## src/rtl/hazard_pkg.sv

```systemverilog
package hazard_pkg;
  typedef enum logic [1:0] {
    FWD_RF = 2'b00,
    FWD_MW = 2'b01,
    FWD_EM = 2'b10
  } fwd_sel_e;

  localparam int unsigned NUM_SRC = 2;
endpackage

```

## src/rtl/hz_stage_regs.sv

```systemverilog
module hz_stage_regs #(
  parameter int unsigned REG_W = 5,
  parameter int unsigned NSRC  = 2
) (
  input  logic                       clk_i,
  input  logic                       rst_ni,
  input  logic                       bubble_i,
  input  logic [NSRC-1:0][REG_W-1:0] id_rs_i,
  input  logic [NSRC-1:0]            id_rs_en_i,
  input  logic [REG_W-1:0]           id_rd_i,
  input  logic                       id_we_i,
  input  logic                       id_load_i,
  output logic [NSRC-1:0][REG_W-1:0] ex_rs_o,
  output logic [NSRC-1:0]            ex_rs_en_o,
  output logic [REG_W-1:0]           ex_rd_o,
  output logic                       ex_we_o,
  output logic                       ex_load_o,
  output logic [REG_W-1:0]           em_rd_o,
  output logic                       em_we_o,
  output logic [REG_W-1:0]           mw_rd_o,
  output logic                       mw_we_o
);
  always_ff @(posedge clk_i or negedge rst_ni) begin
    if (!rst_ni) begin
      ex_rs_o    <= '0;
      ex_rs_en_o <= '0;
      ex_rd_o    <= '0;
      ex_we_o    <= 1'b0;
      ex_load_o  <= 1'b0;
      em_rd_o    <= '0;
      em_we_o    <= 1'b0;
      mw_rd_o    <= '0;
      mw_we_o    <= 1'b0;
    end else begin
      if (bubble_i) begin
        ex_rs_o    <= '0;
        ex_rs_en_o <= '0;
        ex_rd_o    <= '0;
        ex_we_o    <= 1'b0;
        ex_load_o  <= 1'b0;
      end else begin
        ex_rs_o    <= id_rs_i;
        ex_rs_en_o <= id_rs_en_i;
        ex_rd_o    <= id_rd_i;
        ex_we_o    <= id_we_i;
        ex_load_o  <= id_load_i;
      end
      em_rd_o <= ex_rd_o;
      em_we_o <= ex_we_o;
      mw_rd_o <= em_rd_o;
      mw_we_o <= em_we_o;
    end
  end
endmodule

```

## src/rtl/hz_fwd_sel.sv

```systemverilog
module hz_fwd_sel
  import hazard_pkg::*;
#(
  parameter int unsigned REG_W = 5
) (
  input  logic [REG_W-1:0] src_i,
  input  logic             src_en_i,
  input  logic [REG_W-1:0] em_rd_i,
  input  logic             em_we_i,
  input  logic [REG_W-1:0] mw_rd_i,
  input  logic             mw_we_i,
  output fwd_sel_e         sel_o
);
  logic live;
  assign live = src_en_i && (src_i != '0);

  always_comb begin
    sel_o = FWD_RF;
    if (live && em_we_i && (em_rd_i == src_i))      sel_o = FWD_EM;
    else if (live && mw_we_i && (mw_rd_i == src_i)) sel_o = FWD_MW;
  end
endmodule

```

## src/rtl/hz_load_use.sv

```systemverilog
module hz_load_use #(
  parameter int unsigned REG_W = 5,
  parameter int unsigned NSRC  = 2
) (
  input  logic [NSRC-1:0][REG_W-1:0] id_rs_i,
  input  logic [NSRC-1:0]            id_rs_en_i,
  input  logic [REG_W-1:0]           ex_rd_i,
  input  logic                       ex_we_i,
  input  logic                       ex_load_i,
  output logic                       stall_o
);
  logic [NSRC-1:0] hit;
  logic            ld_live;
  assign ld_live = ex_load_i && ex_we_i && (ex_rd_i != '0);

  for (genvar s = 0; s < NSRC; s++) begin : g_src
    assign hit[s] = id_rs_en_i[s] && (id_rs_i[s] == ex_rd_i);
  end

  assign stall_o = ld_live && (|hit);
endmodule

```

## src/rtl/hazard_unit.sv

```systemverilog
module hazard_unit
  import hazard_pkg::*;
#(
  parameter int unsigned REG_W = 5
) (
  input  logic             clk_i,
  input  logic             rst_ni,
  input  logic [REG_W-1:0] id_rs1_i,
  input  logic [REG_W-1:0] id_rs2_i,
  input  logic             id_rs1_en_i,
  input  logic             id_rs2_en_i,
  input  logic [REG_W-1:0] id_rd_i,
  input  logic             id_we_i,
  input  logic             id_load_i,
  output logic [1:0]       fwd_a_o,
  output logic [1:0]       fwd_b_o,
  output logic             stall_o
);
  localparam int unsigned NSRC = NUM_SRC;

  logic [NSRC-1:0][REG_W-1:0] id_rs, ex_rs;
  logic [NSRC-1:0]            id_rs_en, ex_rs_en;
  logic [REG_W-1:0]           ex_rd, em_rd, mw_rd;
  logic                       ex_we, ex_load, em_we, mw_we;
  logic                       stall;
  fwd_sel_e                   sel [NSRC];

  assign id_rs    = {id_rs2_i, id_rs1_i};
  assign id_rs_en = {id_rs2_en_i, id_rs1_en_i};

  hz_load_use #(.REG_W(REG_W), .NSRC(NSRC)) u_lu (
    .id_rs_i    (id_rs),
    .id_rs_en_i (id_rs_en),
    .ex_rd_i    (ex_rd),
    .ex_we_i    (ex_we),
    .ex_load_i  (ex_load),
    .stall_o    (stall)
  );

  hz_stage_regs #(.REG_W(REG_W), .NSRC(NSRC)) u_regs (
    .clk_i      (clk_i),
    .rst_ni     (rst_ni),
    .bubble_i   (stall),
    .id_rs_i    (id_rs),
    .id_rs_en_i (id_rs_en),
    .id_rd_i    (id_rd_i),
    .id_we_i    (id_we_i),
    .id_load_i  (id_load_i),
    .ex_rs_o    (ex_rs),
    .ex_rs_en_o (ex_rs_en),
    .ex_rd_o    (ex_rd),
    .ex_we_o    (ex_we),
    .ex_load_o  (ex_load),
    .em_rd_o    (em_rd),
    .em_we_o    (em_we),
    .mw_rd_o    (mw_rd),
    .mw_we_o    (mw_we)
  );

  for (genvar s = 0; s < NSRC; s++) begin : g_fwd
    hz_fwd_sel #(.REG_W(REG_W)) u_sel (
      .src_i    (ex_rs[s]),
      .src_en_i (ex_rs_en[s]),
      .em_rd_i  (em_rd),
      .em_we_i  (em_we),
      .mw_rd_i  (mw_rd),
      .mw_we_i  (mw_we),
      .sel_o    (sel[s])
    );
  end

  assign fwd_a_o = sel[0];
  assign fwd_b_o = sel[1];
  assign stall_o = stall;
endmodule

```

## config.mk

```make
export PLATFORM = sky130hd
export DESIGN_NAME = hazard_unit
export DESIGN_NICKNAME = d
export VERILOG_FILES = /design/src/rtl/hazard_pkg.sv /design/src/rtl/hz_stage_regs.sv /design/src/rtl/hz_fwd_sel.sv /design/src/rtl/hz_load_use.sv /design/src/rtl/hazard_unit.sv
export SDC_FILE = /design/constraint.sdc
export NUM_CORES = 1
export LEC_CHECK = 0
export CAP_MARGIN = 40
export CORE_MARGIN = 4
export CORE_UTILIZATION = 55
export DETAILED_ROUTE_END_ITERATION = 8
export MAX_ROUTING_LAYER = met4
export PLACE_DENSITY_LB_ADDON = 0.25
export RECOVER_POWER = 100
export SLEW_MARGIN = 15
export SYNTH_ARGS = -nofsm -noshare
export SYNTH_HDL_FRONTEND = slang
export SYNTH_SLANG_ARGS = --single-unit
```

## constraint.sdc

```tcl
create_clock -name clk_i -period 5.15 [get_ports clk_i]
set_clock_uncertainty 0.05 [all_clocks]
set_input_delay 0.7725 -clock clk_i [delete_from_list [all_inputs] [get_ports clk_i]]
set_output_delay 0.7725 -clock clk_i [all_outputs]
set_load 0.005 [all_outputs]
```

======== Yosys cells after proc, flatten, opt, wreduce, memory -nomap -nowiden ========
Cells that the tools add are included.
Widths: inputs -> output; s select.
storage, ports and cells
  bits of input ports ..................... 21
  output and inout bits ................... 5
  register bits after elaboration ......... 31
operators by class
  equal/unequal tests ..................... 6
  reduce and logical (&&, ||, !) cells .... 19
  muxes and demuxes ....................... 9
operators by type and width
  operator           count
  $eq 5x5->1         6
  $logic_and 1x1->1  15
  $reduce_bool 5->1  3
  $mux 10            1
  $mux 2             3
  $mux 5             1
  $mux 1             4
  $reduce_or 2->1    1

======== Depth between registers and ports, before layout ========
  depth after elaboration ................. 6
  mapped depth ............................ 5
  depth with buffers taken out ............ 4

======== By module ========
A second synthesis with hierarchy kept.
unflattened totals
  cells, all modules ...................... 104
  area total of the unflattened synthesis .. 1337.5 um^2
modules (own cells, without submodules)
  module         instances  cells each  sequential area each (um^2)  area an instance (um^2)
  hz_stage_regs  1          51          775.7                        912.1
  hz_fwd_sel     2          18          0.0                          145.1
  hz_load_use    1          17          0.0                          135.1

======== Worst setup path after synthesis ========
OpenSTA, ideal clock, no wires.
  kind .................................... in2out
  start point ............................. in id_rs2_i[0]
  end point ............................... out stall_o
  path slack .............................. 2730 ps
  arrival ................................. 1597 ps
  data required time ...................... 4328 ps
  cell stages on the path ................. 5
  cell sequence ........................... xnor2_1 -> nand4_1 -> o22ai_1 -> buf_2 -> and2_4
on the way
  cells in the longest elaborated chain, start to end .. 4
ends and longest elaborated chain
  what               line               RTL
  start, declared    hazard_unit.sv:9   input logic [REG_W-1:0] id_rs2_i,
  $eq 5x5->1         hz_load_use.sv:17  assign hit[s] = id_rs_en_i[s] && (id_rs_i[s] == ex_rd_i);
  $logic_and 1x1->1  hz_load_use.sv:17
  $reduce_or 2->1    hz_load_use.sv:20  assign stall_o = ld_live && (|hit);
  $logic_and 1x1->1  hz_load_use.sv:20
  end, declared      hazard_unit.sv:17  output logic stall_o
Every way passes these cells.

======== Final worst setup path ========
  start point ............................. in id_rs2_i[1]
  end point ............................... out stall_o
Same word-level chain as after synthesis.

==> impl_metrics.env <==
export IMPL_outcome="complete, but fails checks"
export IMPL_violations="max-capacitance violations, max-slew violations"
export IMPL_ir_drop_mv=0.2088
export IMPL_finalNetCount=160
export IMPL_synth_cell_type_count=17
export IMPL_fin_util_pct=68.23
export IMPL_power_total_uw=449.4
export IMPL_ys_warnings_count=0
export IMPL_rsz0062_at_grt="no"
export IMPL_clk_latency_ns=0.31
export IMPL_fmax_mhz=291.9
export IMPL_place_congestion=0.8389
export IMPL_grt_overflow=0
export IMPL_ctsHoldBuffers=0
export IMPL_final_common_cell="dfrtp_1"
export IMPL_diodes=0
export IMPL_cts_resized=0
export IMPL_ant_nets=0
export IMPL_post_cts_buffers=0
export IMPL_path_max_fanout=2
export IMPL_maxCapViolations=1
export IMPL_leakage_nw=0.6638
export IMPL_die_area_sq_um=3467
export IMPL_final_setup_viol_count=0
export IMPL_syn_area_sq_um=1424
export IMPL_wl_per_cell_um=14.89
export IMPL_synth_seq_cells=31
export IMPL_met2_usage_pct=29.65
export IMPL_dpl_cell_area_sq_um=1715
export IMPL_syn_to_final_growth_pct=18.72
export IMPL_clockBufferDepth=2
export IMPL_finalCritPeriodShare_pct=66.52
export IMPL_cts_max_level=2
export IMPL_clk_pin_slew_worst_paths_ns=0.09
export IMPL_drive_gt1_share_pct=8.696
export IMPL_syn_area_per_cell_sq_um=13.18
export IMPL_grt_pass1_wl_um=4319
export IMPL_antenna_found_initial=0
export IMPL_grt_util_met3_pct=7.456
export IMPL_port_buffers=25
export IMPL_drt_initial_drc_count=15
export IMPL_start_util_pct=57.47
export IMPL_fin_ws_ns=1.724
export IMPL_place_ws_ns=1.923
export IMPL_die_h_um=58.88
export IMPL_mostFrequentLayoutCells="31 x dfrtp_1, 22 x xnor2_1, 20 x clkdlybuf4s50_1"
export IMPL_root_buffer="clkbuf_4"
export IMPL_postSynthCellCount=108
export IMPL_slew_violations=32
export IMPL_dr_pass1_iters=4
export IMPL_grt_pass1_vias=939
export IMPL_track_usage_pct=18.01
export IMPL_routed_wl_um=2501
export IMPL_cts_sinks=31
export IMPL_rows=18
export IMPL_n_fill_cell=215
export IMPL_start_kind="primary input"
export IMPL_grt_use_met1_pct=19.31
export IMPL_place_inst=162
export IMPL_finalSetupTns_ns=0
export IMPL_grt_max_degree=32
export IMPL_yosysSeqAreaShare_pct=54.48
export IMPL_drc_errors=0
export IMPL_worst_pin_slew_ns=1.551
export IMPL_layout_min_cycle_time_ns=3.426
export IMPL_grt_busiest_layer="met2"
export IMPL_place_hpwl_um=1959
export IMPL_cts_tree="built"
export IMPL_viasPerCell=5.363
export IMPL_die_w_um=58.88
export IMPL_required_ns=4.33
export IMPL_cp_arrival_ns=2.60
export IMPL_numCtsBuffers=5
export IMPL_endpoint_kind="output port"
export IMPL_core_sq_um=2477
export IMPL_vias=901
export IMPL_hp_class="flop to flop"
export IMPL_hold_viol=0
export IMPL_slew_headroom_pct=-3.418
export IMPL_ios=26
export IMPL_fin_hold_ws_ns=0.3450
export IMPL_stdcell_area_sq_um=1690
export IMPL_final_cells=168
export IMPL_critical_path_class="primary input to output port"
export IMPL_pwr_density_cell_nw_per_um2=265.9
export IMPL_synth_nets=129
## flip-flops by register name, indices dropped and copies added (netlist names)
name               cells
u_regs.ex_rs_o        10
u_regs.ex_rs_en_o      2
u_regs.mw_we_o         1
u_regs.em_we_o         1
u_regs.ex_rd_o         5
u_regs.mw_rd_o         5
u_regs.ex_load_o       1
u_regs.ex_we_o         1
u_regs.em_rd_o         5
## where the power goes
part           leakage (nW)  internal (mW)  switching [mW]  total [mW]
clock                0.0242         0.0484          0.0689       0.117
combinational         0.278         0.0365          0.0248      0.0613
sequential            0.362          0.257          0.0141       0.271
## critical path: stages
cell and delay [ns]:
dlygate4sd3_1 0.56, xnor2_1 0.19, nand4_1 0.12, o22ai_1 0.23, and2_4 0.17, dlygate4sd3_1 0.56
## routing by layer
| layer | up-vias | part of all wire (%) |
|---|---|---|
| li1 | 434 | - |
| met1 | 439 | 38 |
| met2 | 26 | 54 |
| met3 | 2 | 6.7 |
| met4 | 0 | 0.88 |
| met5 | - | 0 |
## kinds of logic (layout without fill, tap and decap cells)
group | Yosys count | in the layout | share of synthesized area [%]
compound gates | 23 | 23 | 16.87
xor+xnor | 30 | 30 | 18.45
buf+inv | 4 | 34 | 2.285
flops | 31 | 31 | 54.48
simple gates | 20 | 20 | 7.908
## path summary, 6_finish.rpt
check | from | to | slack [ns] | cells after the start
max | id_rs2_i[1] | stall_o | 1.72 | 6
min | u_regs.ex_we_o | u_regs.em_we_o | 0.35 | 0
max reg2reg | u_regs.ex_rd_o[2] | u_regs.ex_rs_o[1] | 3.06 | 5
min reg2reg | u_regs.ex_we_o | u_regs.em_we_o | 0.35 | 0
max in group asynchronous | rst_ni | u_regs.mw_rd_o[3] | 2.82 | 2
min in group asynchronous | rst_ni | u_regs.ex_we_o | 1.32 | 2
## area by class of cell
class	count	area, sq um	share of cell area, %
Sequential cell	31	775.7	45.89
Clock buffer	6	41.29	2.443
Timing Repair Buffer	28	272.8	16.14
Multi-Input combinational cell	73	563.0	33.31
Tap cell	30	37.54	2.221
## cell usage after synthesis
cell	count	share of area (%)
or4_1	2	1.1
dfrtp_1	31	54
xor2_1	8	4.9
buf_6	2	1.6
nor4_1	2	0.88
o22ai_1	1	0.44
nor3_1	4	1.4
nand3_1	2	0.70
o311a_1	1	0.70
nand2_1	4	1.1
or3_1	1	0.44
o21ai_1	2	0.70
xnor2_1	22	14
nand4_1	4	1.8
a21boi_2	19	15
buf_2	2	0.70
and2_4	1	0.62
No activity file was read; power rests on OpenSTA's default activity.
